==> config.mk <==
export PLATFORM = sky130hd
export DESIGN_NAME = kbd_scan_ctrl
export DESIGN_NICKNAME = d
export VERILOG_FILES = /design/src/rtl/kbd_scan_ctrl.sv
export SDC_FILE = /design/constraint.sdc
export NUM_CORES = 1
export LEC_CHECK = 0
export BUFFER_PORTS_ARGS = -buffer_cell sky130_fd_sc_hd__buf_2
export CAP_MARGIN = 20
export CORE_UTILIZATION = 49
export CTS_CLUSTER_SIZE = 12
export DETAILED_ROUTE_END_ITERATION = 6
export PLACE_DENSITY = 0.65
export SLEW_MARGIN = 10
export SYNTH_ARGS = -nofsm -noshare
export SYNTH_HDL_FRONTEND = slang
export SYNTH_SLANG_ARGS = --single-unit
export TNS_END_PERCENT = 50
==> constraint.sdc <==
create_clock -name clk -period 8.3 [get_ports clk]
set_input_delay 0.83 -clock clk [delete_from_list [all_inputs] [get_ports clk]]
set_output_delay 0.83 -clock clk [all_outputs]
set_load 0.05 [all_outputs]
==> src/rtl/kbd_scan_ctrl.sv <==
module kbd_scan_ctrl #(
  parameter int FIFO_DEPTH = 8,
  parameter int DIV_RST    = 99
) (
  input  logic       clk,
  input  logic       rst_n,
  input  logic       host_cs,
  input  logic       host_wr,
  input  logic       host_rd,
  input  logic       host_a0,
  input  logic [7:0] host_wdata,
  output logic [7:0] host_rdata,
  output logic       irq,
  output logic [3:0] scan_out,
  input  logic [7:0] ret_in,
  input  logic       shift_in,
  input  logic       ctrl_in
);
  localparam int PW = $clog2(FIFO_DEPTH);
  localparam int CW = PW + 1;
  localparam int DW = 7;

  logic [DW-1:0] div_val, pcnt;
  logic          enc_mode, nkro_mode, overrun;
  logic [2:0]    row;
  logic [7:0]    ret_q;
  logic [63:0]   prev_map, held_map;
  logic [7:0]    fifo_mem [FIFO_DEPTH];
  logic [PW-1:0] wp, rp;
  logic [CW-1:0] count;
  logic [2:0]    col;
  logic          found;

  wire cmd_wr  = host_cs & host_wr & host_a0;
  wire mode_wr = cmd_wr & ~host_wdata[7];
  wire div_wr  = cmd_wr & host_wdata[7];
  wire tick    = (pcnt >= div_val);
  wire [2:0] last_row = enc_mode ? 3'd7 : 3'd3;
  wire [5:0] base = {row, 3'b000};
  wire [7:0] prev_row = prev_map[base +: 8];
  wire [7:0] held_row = held_map[base +: 8];
  wire [7:0] cand = ret_q & prev_row & ~held_row;
  wire allow  = nkro_mode | ~|held_map;
  wire accept = (pcnt != '0) & found & allow & ~mode_wr;
  wire full   = (count == CW'(FIFO_DEPTH));
  wire empty  = (count == '0);
  wire pop    = host_cs & host_rd & ~host_a0 & ~empty;
  wire push   = accept & ~full;
  wire [7:0] held_next = (tick ? (held_row & ret_q) : held_row) | (accept ? (8'd1 << col) : 8'd0);

  always_comb begin
    found = 1'b0;
    col = 3'd0;
    for (int i = 7; i >= 0; i--) begin
      if (cand[i]) begin
        found = 1'b1;
        col = 3'(i);
      end
    end
  end

  always_ff @(posedge clk or negedge rst_n) begin
    if (!rst_n) begin
      div_val   <= DW'(DIV_RST < 1 ? 1 : DIV_RST);
      enc_mode  <= 1'b0;
      nkro_mode <= 1'b0;
      pcnt      <= '0;
      row       <= '0;
      ret_q     <= '0;
    end else begin
      ret_q <= ret_in;
      if (div_wr) div_val <= (host_wdata[6:0] == 7'd0) ? DW'(1) : host_wdata[6:0];
      if (mode_wr) begin
        enc_mode  <= host_wdata[0];
        nkro_mode <= host_wdata[1];
        pcnt      <= '0;
        row       <= '0;
      end else if (tick) begin
        pcnt <= '0;
        row  <= (row == last_row) ? 3'd0 : row + 3'd1;
      end else begin
        pcnt <= pcnt + DW'(1);
      end
    end
  end

  always_ff @(posedge clk or negedge rst_n) begin
    if (!rst_n) begin
      prev_map <= '0;
      held_map <= '0;
    end else if (mode_wr) begin
      prev_map <= '0;
      held_map <= '0;
    end else begin
      if (tick) prev_map[base +: 8] <= ret_q;
      if (tick || accept) held_map[base +: 8] <= held_next;
    end
  end

  always_ff @(posedge clk or negedge rst_n) begin
    if (!rst_n) begin
      wp      <= '0;
      rp      <= '0;
      count   <= '0;
      overrun <= 1'b0;
    end else begin
      if (push) begin
        fifo_mem[wp] <= {ctrl_in, shift_in, row, col};
        wp <= wp + PW'(1);
      end
      if (pop) rp <= rp + PW'(1);
      count <= count + CW'(push) - CW'(pop);
      if (mode_wr) overrun <= 1'b0;
      else if (accept && full) overrun <= 1'b1;
    end
  end

  assign scan_out   = enc_mode ? {1'b0, row} : (4'b0001 << row[1:0]);
  assign irq        = ~empty;
  assign host_rdata = host_a0 ? ({overrun, 7'd0} | 8'(count)) : (empty ? 8'd0 : fifo_mem[rp]);


  fifo_bound_chk: assert property (@(posedge clk) disable iff (!rst_n) count <= CW'(FIFO_DEPTH));

  overrun_set_chk: assert property (@(posedge clk) disable iff (!rst_n) (accept && full) |=> overrun);

  pop_dec_chk: assert property (@(posedge clk) disable iff (!rst_n) (pop && !push) |=> (count == $past(count) - CW'(1)));

  irq_fall_chk: assert property (@(posedge clk) disable iff (!rst_n) (pop && !push && count == CW'(1)) |=> !irq);

  dec_onehot_chk: assert property (@(posedge clk) disable iff (!rst_n) !enc_mode |-> ($countones(scan_out) == 1));

  enc_top_chk: assert property (@(posedge clk) disable iff (!rst_n) enc_mode |-> !scan_out[3]);

  lock_single_chk: assert property (@(posedge clk) disable iff (!rst_n) (!nkro_mode && accept) |=> !accept);
endmodule

==> metrics.txt, run 1 <==
Die Area=22,700 sq um; DRT Pass-1 Iters=5; H-tree levels=1; largest net degree at the start of global routing=68; RSZ-0062 raised after global routing=no; relative slew slack=between 20 and 30%; DP HPWL=between 15,000 and 20,000 um; # setup viols final=0; initial DRC count=approximately 650; number of CTS-inserted buffers=25; Hold WC Path Type=input pin to asynchronous set/reset pin; total global-route track usage=approximately a quarter; Clock transition at path regs=about 0.060 ns; outcome=finished, final reports clean; synth cell count leaders=162 x dfrtp_1, 64 x edfxtp_1, 61 x nand2_1; fin crit share=52.8%; diode count=0; Cells after Synth=834; Vias=~7,400; max cap viols=0; Met3 Wirelength=around 1900 um; area share of the largest cell type after synthesis=a little under two fifths; grt total ovfl=0; Final min period=roughly 4.4 ns; Yosys cell types=59; Worst R2R End=fifo_mem[1][2]; P_sw=between 1.5 and 2 mW; core outline area=between 20,000 and 25,000 sq um; Clk pwr share=23.8%; Async SR Flop Fraction=between 70% and 80%; clk sinks=230; yosys warns=0; share of cells above drive strength 1=approximately a fifth; startpoint types=flip-flop; RR Startpoint=row[2]; synth top area cells=dfrtp_1 37%, edfxtp_1 18%, mux4_2 10%, a22o_1 4.2%, o2bb2ai_1 3.9%; switching share of power=39.1%; Fmax achieved=about 230 MHz; r2r worst-path depth=9; WL/cell=around 24 um; first-pass GRT wire length=roughly 44,000 um; post-synth top area cell=dfrtp_1; initial core utilization=about half; fin cells=about 1,200; number of global-route vias before repair=roughly 7,600; TritonCTS clock tree=built; Port Buffers=36; CTS Buffer Depth=3; worst skew pair latency=roughly 0.52 ns; placed instance area=11,200 sq um; number of synthesized flops with an enable pin=64; initial antenna violation count=0; Top FF cell, synth=dfrtp_1; combinational power share=between 30% and 40%; Seq pwr share=between 30% and 40%; worst slew pin tran=approximately 1.0 ns; maximum VDD drop=0.210 mV; Min Hold Slack=between 0.2 and 0.3 ns; nets=906; routed vias/inst=around 6.4; most common cell in the synthesized netlist=dfrtp_1; Die Y=approximately 150 um; drt drc=0; Slew Limit Fails=0; Final GP Congestion=between 0.9 and 1; synthesized cell area=10,800 sq um; Rows=54; Static Leakage=about 5 nW; Worst Path Arrival=4.61 ns; critical path required time=8.53 ns; Filler cells=between 1,500 and 2,000; Critical Path End Type=flip-flop; Yosys reg bits=230; DR top layer=met4; area delta synth->final=10.4%; P per Cell Area=roughly 350 nW/um^2; routed length on met2=roughly 13,000 um; DRT antenna net count=0; endpoints failing hold=0; post-CTS sizing=0; Post-Route WL=roughly 28,000 um; I/O pins=37; setup TNS=0 ns; worst-path fanout max=27; hold_buf cts=0; Seq/Total Area, Yosys=56.0%; Post-CTS Setup Bufs=0; CP Class=flip-flop to flip-flop; Placed Instances=1,106; die width=between 150 and 200 um; CP startpoint=row[2]; Syn Area/Cell=~13 sq um; clock skew=0.0142 ns; final instance area=between 10,000 and 15,000 sq um; Synth Net Count=~880; Routed met1 length=11,400 um; Internal=approximately 2.6 mW; CTS root buf=clkbuf_16; R2R setup slack=3.92 ns
==> through the flow <==
stage                     total power [mW]  setup WS (ns)  utilization, %
after floorplan                       2.74           4.68               -
after global placement                3.14           3.81            51.5
after detailed placement              3.19           3.60            51.5
after CTS                             4.20           3.57            54.8
after global routing                  4.43           3.57            55.1
final                                 4.22           3.92            55.1
==> critical path, cell delays in order (launching register included) <==
cell,delay [ns]
dfrtp_1,0.91
clkinv_1,0.74
nor3b_1,0.35
o21a_1,0.24
a21oi_2,0.09
a41oi_4,0.35
and3_1,0.30
nand3b_1,0.20
nor3b_1,0.63
buf_4,0.27
==> per-layer routing <==
metal / track usage (%) / up-vias
met1: 34.4 / 3750
met4: 10.4 / 0
met3: 4.01 / 71
met2: 42.0 / 304
li1: - / 3228
met5: 0 / -
==> worst max-delay path by stage <==
stage,endpoint,slack [ns],cells past startpoint
after detailed placement,fifo_mem[4][0],3.60,9
after global placement,fifo_mem[1][0],3.81,9
after floorplan,host_rdata[1],4.68,5
final,fifo_mem[1][2],3.92,9
after CTS,fifo_mem[4][0],3.57,9
after global routing,fifo_mem[1][2],3.57,9
==> power by group through the flow <==
stage                     registers (mW)  clock network, mW  logic, mW
after floorplan                     1.49                  0       1.25
after global placement              1.61                  0       1.53
after detailed placement            1.62                  0       1.57
after CTS                           1.60               1.02       1.58
after global routing                1.61               1.07       1.75
final                               1.59               1.00       1.63
==> placed cells by master (no fill, tap or decap), drive strengths merged, types with 21 or more instances in the layout <==
| cell type | synthesis | routed |
|---|---|---|
| nor2 | 54 | 54 |
| dfrtp | 162 | 162 |
| o2bb2ai | 48 | 48 |
| nand3 | 24 | 24 |
| clkbuf | 26 | 39 |
| inv | 20 | 21 |
| nand2 | 61 | 61 |
| ha | 24 | 24 |
| edfxtp | 64 | 64 |
| a21oi | 26 | 26 |
| mux4 | 48 | 48 |
| buf | 26 | 48 |
| a22o | 52 | 52 |
| mux2i | 23 | 23 |
==> cell type report <==
type / instances / area, sq um / share of cell area, %
Timing Repair Buffer: 48 / 277 / 2.31
Tap cell: 280 / 350 / 2.92
Multi-Input combinational cell: 531 / 4470 / 37.3
Inverter: 21 / 78.8 / 0.658
Clock buffer: 39 / 688 / 5.75
Sequential cell: 230 / 6080 / 50.8
Clock inverter: 5 / 33.8 / 0.282
==> registers in the layout, indices dropped and copies added (netlist names) <==
name / count
count: 4
div_val: 7
enc_mode: 1
fifo_mem: 64
held_map: 64
nkro_mode: 1
overrun: 1
pcnt: 7
prev_map: 64
ret_q: 8
row: 3
rp: 3
wp: 3
==> cell families after synthesis <==
family	share of synthesized area (%)
DFF	56.0
and+or+nand+nor	10.5
AOI/OAI and AO/OA	13.4
muxes	13.1
buffers and inverters	3.02
adders and majority gates	2.95
xor gates and xnor gates	0.969
(Power assumes the default switching activity.)
==> run 2: changes to the inputs <==
--- a/config.mk
+++ b/config.mk
@@ -10,7 +10,7 @@
 export CORE_UTILIZATION = 49
 export CTS_CLUSTER_SIZE = 12
 export DETAILED_ROUTE_END_ITERATION = 6
-export PLACE_DENSITY = 0.65
+export PLACE_DENSITY = 0.68
 export SLEW_MARGIN = 10
 export SYNTH_ARGS = -nofsm -noshare
 export SYNTH_HDL_FRONTEND = slang
==> constraint.sdc (replaced) <==
create_clock -name clk -period 3.77 [get_ports clk]
set_input_delay 0.377 -clock clk [delete_from_list [all_inputs] [get_ports clk]]
set_output_delay 0.377 -clock clk [all_outputs]
set_load 0.05 [all_outputs]
==> run 2 against run 1 <==
Compared with the run above:
- non-clock buffer count up 37
- final area up 3.9%
- clock skew up 0.0064 ns
- sequential share of layout area down 1.9 points
- die area unchanged
- clock power up 140%
- sequential power up 120%
- critical path depth up 5
- register-to-register slack worse by 3.7 ns
- highest routed layer is now met5
- flip-flop and latch count unchanged
- global-route usage down 0.62 points
==> metrics.txt, run 2 (same netlist as run 1, synthesis figures left out) <==
area delta synth->final=14.7%; P per Cell Area=783 nW/um^2; drt drc=0; CTS root buf=clkbuf_16; Clk pwr share=roughly a quarter; switching share of power=a little under two fifths; Final min period=3.53 ns; I/O pins=37; placed instance area=between 10,000 and 15,000 sq um; Die Area=around 23,000 sq um; most common cell after layout, fill and taps aside=dfrtp_1; Die Y=about 150 um; combinational power share=between 30% and 40%; DRT antenna net count=0; RSZ-0062 raised after global routing=no; Fmax achieved=approximately 280 MHz; CTS Buffer Depth=3; TritonCTS clock tree=built; max cap viols=0; worst slew pin tran=0.888 ns; share of cells above drive strength 1=a little over a fifth; Rows=54; fin crit share=between 90% and 100%; R2R setup slack=approximately 0.24 ns; Slew Limit Fails=0; Clock transition at path regs=approximately 0.060 ns; DRT Pass-1 Iters=5; Port Buffers=36; number of CTS-inserted buffers=26; RR Startpoint=row[0]; fin cells=roughly 1,200; Min Hold Slack=between 0.1 and 0.15 ns; Hold WC Path Type=input pin to flip-flop; clock skew=~0.021 ns; final instance area=12,400 sq um; critical path required time=around 4.2 ns; first-pass GRT wire length=between 40,000 and 50,000 um; P_sw=about 3.6 mW; Vias=roughly 7,400; Placed Instances=1,137; endpoints failing hold=0; core outline area=about 22,000 sq um; setup ws final=about 0.24 ns; maximum VDD drop=0.389 mV; nets=~940; number of global-route vias before repair=roughly 7,400; total global-route track usage=between 20% and 30%; startpoint types=flip-flop; Worst Path Arrival=a little under 4 ns; initial antenna violation count=1; Critical Path End Type=flip-flop; die width=between 150 and 200 um; routed vias/inst=~6.2; initial DRC count=between 500 and 600; grt total ovfl=0; WL/cell=around 23 um; DP HPWL=around 19,000 um; CP startpoint=row[0]; setup TNS=0 ns; diode count=0; outcome=finished, final reports clean; CP Class=flip-flop to flip-flop; Final GP Congestion=around 0.95; Seq pwr share=35.4%; largest net degree at the start of global routing=115; worst-path fanout max=18; worst skew pair latency=between 0.5 and 0.6 ns; relative slew slack=around two fifths; clk sinks=230; Static Leakage=roughly 5.2 nW; commonest cells after routing, fill and taps aside=160 x dfrtp_1, 64 x edfxtp_1, 61 x nand2_1; initial core utilization=roughly half; # setup viols final=0; Largest regs=fifo_mem x64, held_map x64, prev_map x64; Worst Min Path Start=host_wdata[1]; H-tree levels=1; Post-Route WL=roughly 27,000 um; pre-CTS WS=0.0585 ns; Internal=around 6 mW
run 2: cell count changes in the layout (fill, tap and decap cells not counted), sizes merged:
cell,delta
clkbuf,+1
buf,+28
dlygate4sd3,+9
clkinv,+2
bufinv,+1
run 2: final timing paths:
check	end	cells past startpoint
worst max-delay path	count[2]	14
worst min-delay path	nkro_mode	3
worst max register to register	count[2]	14
worst min register to register	pcnt[0]	1
max in group asynchronous	ret_q[1]	3
min in group asynchronous	prev_map[6]	2
run 2: layout make-up:
type | count | area (sq um)
flip-flops and latches | 230 | 6080
inverters | 21 | 78.8
fillers | 1828 | 9310
repair buffers | 85 | 643
well taps | 280 | 350
clock buffers | 40 | 756
clock inverters | 8 | 71.3
multi-input cells | 531 | 4460
run 2: routing by layer:
metal / global-route usage, % / vias up / share of wire (%) / routed length (um)
li1: - / 3302 / - / -
met1: 35.8 / 3769 / 44 / 11900
met2: 39.2 / 261 / 46 / 12500
met3: 3.40 / 62 / 6.1 / 1660
met4: 9.30 / 2 / 3.6 / 974
met5: 0 / - / 0.048 / 13
run 2: critical path: stages (launching register included):
cell and delay (ns):
dfrtp_2 0.45, buf_12 0.21, mux4_2 0.57, nor3b_1 0.19, o21a_1 0.25, a21oi_2 0.08
a41oi_4 0.25, and3_1 0.20, inv_1 0.09, ha_1 0.28, inv_1 0.06, ha_1 0.17
inv_1 0.06, fa_1 0.41, xnor2_1 0.13
run 2: timing repair:
item / 4_1_cts / 5_1_grt
hold endpoints to repair: 60 / 0
buffers inserted: 0 / 1
hold buffers: 9 / 0
setup endpoints to repair: 0 / 3
resized for setup: 0 / 5
run 2: power by group through the flow:
stage	Clock, mW	Combinational [mW]	Sequential, mW
2_1_floorplan	0	2.76	3.27
3_3_place_gp	0	3.69	3.49
3_5_place_dp	0	3.77	3.50
4_1_cts	2.47	3.79	3.46
5_1_grt	2.58	4.20	3.51
6_report	2.43	3.86	3.45
run 2: per-stage QoR:
stage	power [mW]	util, %
2_1_floorplan	6.03	-
3_3_place_gp	7.18	52.8
3_5_place_dp	7.26	52.8
4_1_cts	9.72	57.1
5_1_grt	10.3	57.2
6_report	9.75	57.2
==> run 3: changes to the inputs <==
--- a/config.mk
+++ b/config.mk
@@ -5,12 +5,12 @@
 export SDC_FILE = /design/constraint.sdc
 export NUM_CORES = 1
 export LEC_CHECK = 0
-export BUFFER_PORTS_ARGS = -buffer_cell sky130_fd_sc_hd__buf_2
 export CAP_MARGIN = 20
 export CORE_UTILIZATION = 49
 export CTS_CLUSTER_SIZE = 12
 export DETAILED_ROUTE_END_ITERATION = 6
-export PLACE_DENSITY = 0.68
+export DONT_BUFFER_PORTS = 1
+export PLACE_DENSITY = 0.66
 export SLEW_MARGIN = 10
 export SYNTH_ARGS = -nofsm -noshare
 export SYNTH_HDL_FRONTEND = slang
==> run 3 against run 2 <==
Compared with the run above:
- the flow now finishes with violations (hold timing)
- routed wire length is 3.1% higher
- flip-flop and latch count is the same
- final cell count decreased by 2.3%
- sequential power hardly changed
- non-clock buffer count fell by 25
- sequential share of layout area rose by 0.37 points
==> metrics.txt, run 3 (same netlist as run 1, synthesis figures left out) <==
Hold WC Path Type=input pin to asynchronous set/reset pin; worst slew pin tran=about 0.90 ns; switching share of power=37.0%; Final GP Congestion=around 0.94; total global-route track usage=between 20% and 30%; core outline area=about 22,000 sq um; Post-Route WL=27,900 um; Final min period=approximately 3.5 ns; endpoints failing hold=~170; Pwr Total=9.74 mW; diode count=0; initial core utilization=about half; CTS Buffer Depth=3; fin crit share=slightly above 90%; Post-CTS Setup Bufs=0; worst-path fanout max=3; max cap viols=0; maximum VDD drop=~0.37 mV; WL/cell=about 24 um; Final Util=between 50% and 60%; Vias=7,391; hold_buf cts=17; startpoint types=flip-flop; Rows=54; share of cells above drive strength 1=between 10% and 20%; drt drc=0; DP HPWL=19,100 um; placed instance area=between 10,000 and 15,000 sq um; CTS root buf=clkbuf_16; Internal=just over 6 mW; clk sinks=230; initial antenna violation count=0; CP Buf/Inv Count=4; relative slew slack=slightly below 40%; Clock transition at path regs=0.06 ns; Placed Instances=approximately 1,100; Fmax achieved=~290 MHz; P per Cell Area=a little under 800 nW/um^2; die width=151 um; fin cells=around 1,200; setup ws final=about 0.26 ns; H-tree levels=1; # setup viols final=0; failing checks=hold timing; I/O pins=37; commonest cells after routing, fill and taps aside=160 x dfrtp_1, 64 x edfxtp_1, 61 x nand2_1; TritonCTS clock tree=built; Port Buffers=0; initial DRC count=616; Worst Path Arrival=~4 ns; pre-CTS WS=roughly 0.13 ns; CP Class=flip-flop to flip-flop; Critical Path End Type=flip-flop; Seq pwr share=a little over a third; Die Y=roughly 150 um; first-pass GRT wire length=43,900 um; DRT Pass-1 Iters=6; Critical Path Slowest Stage Cell=dfrtp_1; RSZ-0062 raised after global routing=no; combinational power share=38.6%; most used cell, CP=inv_1; clock skew=roughly 0.013 ns; Static Leakage=roughly 5.1 nW; Clk pwr share=25.8%; number of global-route vias before repair=around 7,500; area delta synth->final=13.9%; P_sw=3.60 mW; worst skew pair latency=0.53 ns; critical path's top delay family=simple AND/OR/NAND/NOR gates; largest net degree at the start of global routing=roughly 170; final instance area=roughly 12,000 sq um; grt total ovfl=0; Slew Limit Fails=0; outcome=finished with violations; number of CTS-inserted buffers=26; max incr delay on CP=between 0.4 and 0.5 ns; Min Hold Slack=-0.447 ns; setup TNS=0 ns; nets=about 900; CP Cell Sequence=nor4_2, nand4_1, nor4_1, buf_4, o32ai_1, a41oi_4, and3_1, inv_1, ha_1, inv_1, ha_1, inv_1, fa_1, xnor2_1; DRT antenna net count=0; routed vias/inst=~6.3; Largest regs=fifo_mem x64, held_map x64, prev_map x64; most common cell after layout, fill and taps aside=dfrtp_1; critical path required time=approximately 4.2 ns; Die Area=22,700 sq um
[run 3: cell count changes in the layout (fill, tap and decap cells not counted), sizes merged]
cell,before,now
buf,76,43
clkinv,6,4
clkinvlp,1,0
clkbuf,40,38
bufinv,1,3
dlygate4sd3,9,17
[run 3: power groups by stage]
stage | clock [mW] | combinational (mW) | sequential [mW]
final | 2.51 | 3.76 | 3.46
after global routing | 2.66 | 4.08 | 3.51
after CTS | 2.55 | 3.73 | 3.46
after detailed placement | 0 | 3.69 | 3.50
after global placement | 0 | 3.62 | 3.47
after floorplan | 0 | 2.76 | 3.27
[run 3: final timing paths]
kind                               startpoint          to  slack (ns)  cells after the start
worst max-delay path             held_map[58]    count[2]        0.26                     14
worst min-delay path                    rst_n       rp[2]       -0.45                      0
worst max register to register   held_map[58]    count[2]        0.26                     14
worst min register to register        pcnt[0]     pcnt[0]        0.48                      1
max in group asynchronous               rst_n      row[1]        3.82                      0
min in group clk                host_wdata[1]  div_val[1]        0.01                      1
[run 3: area by class of cell]
type | count | area, sq um
Clock buffer | 38 | 726
Inverter | 21 | 78.8
Timing Repair Buffer | 60 | 531
Clock inverter | 7 | 123
Multi-Input combinational cell | 531 | 4460
Fill cell | 1786 | 9400
Sequential cell | 230 | 6090
Tap cell | 280 | 350
[run 3: what timing repair did]
item / in CTS / in global routing
endpoints found under the setup margin: 0 / 3
hold endpoints to repair: 197 / 166
resized for setup: 0 / 2
[run 3: metal layers]
layer	GRT usage [%]	share of wire (%)	up-vias
li1	-	-	3255
met1	34.7	42	3811
met2	42.4	49	274
met3	4.40	6.7	51
met4	8.50	2.7	0
met5	0	0	-
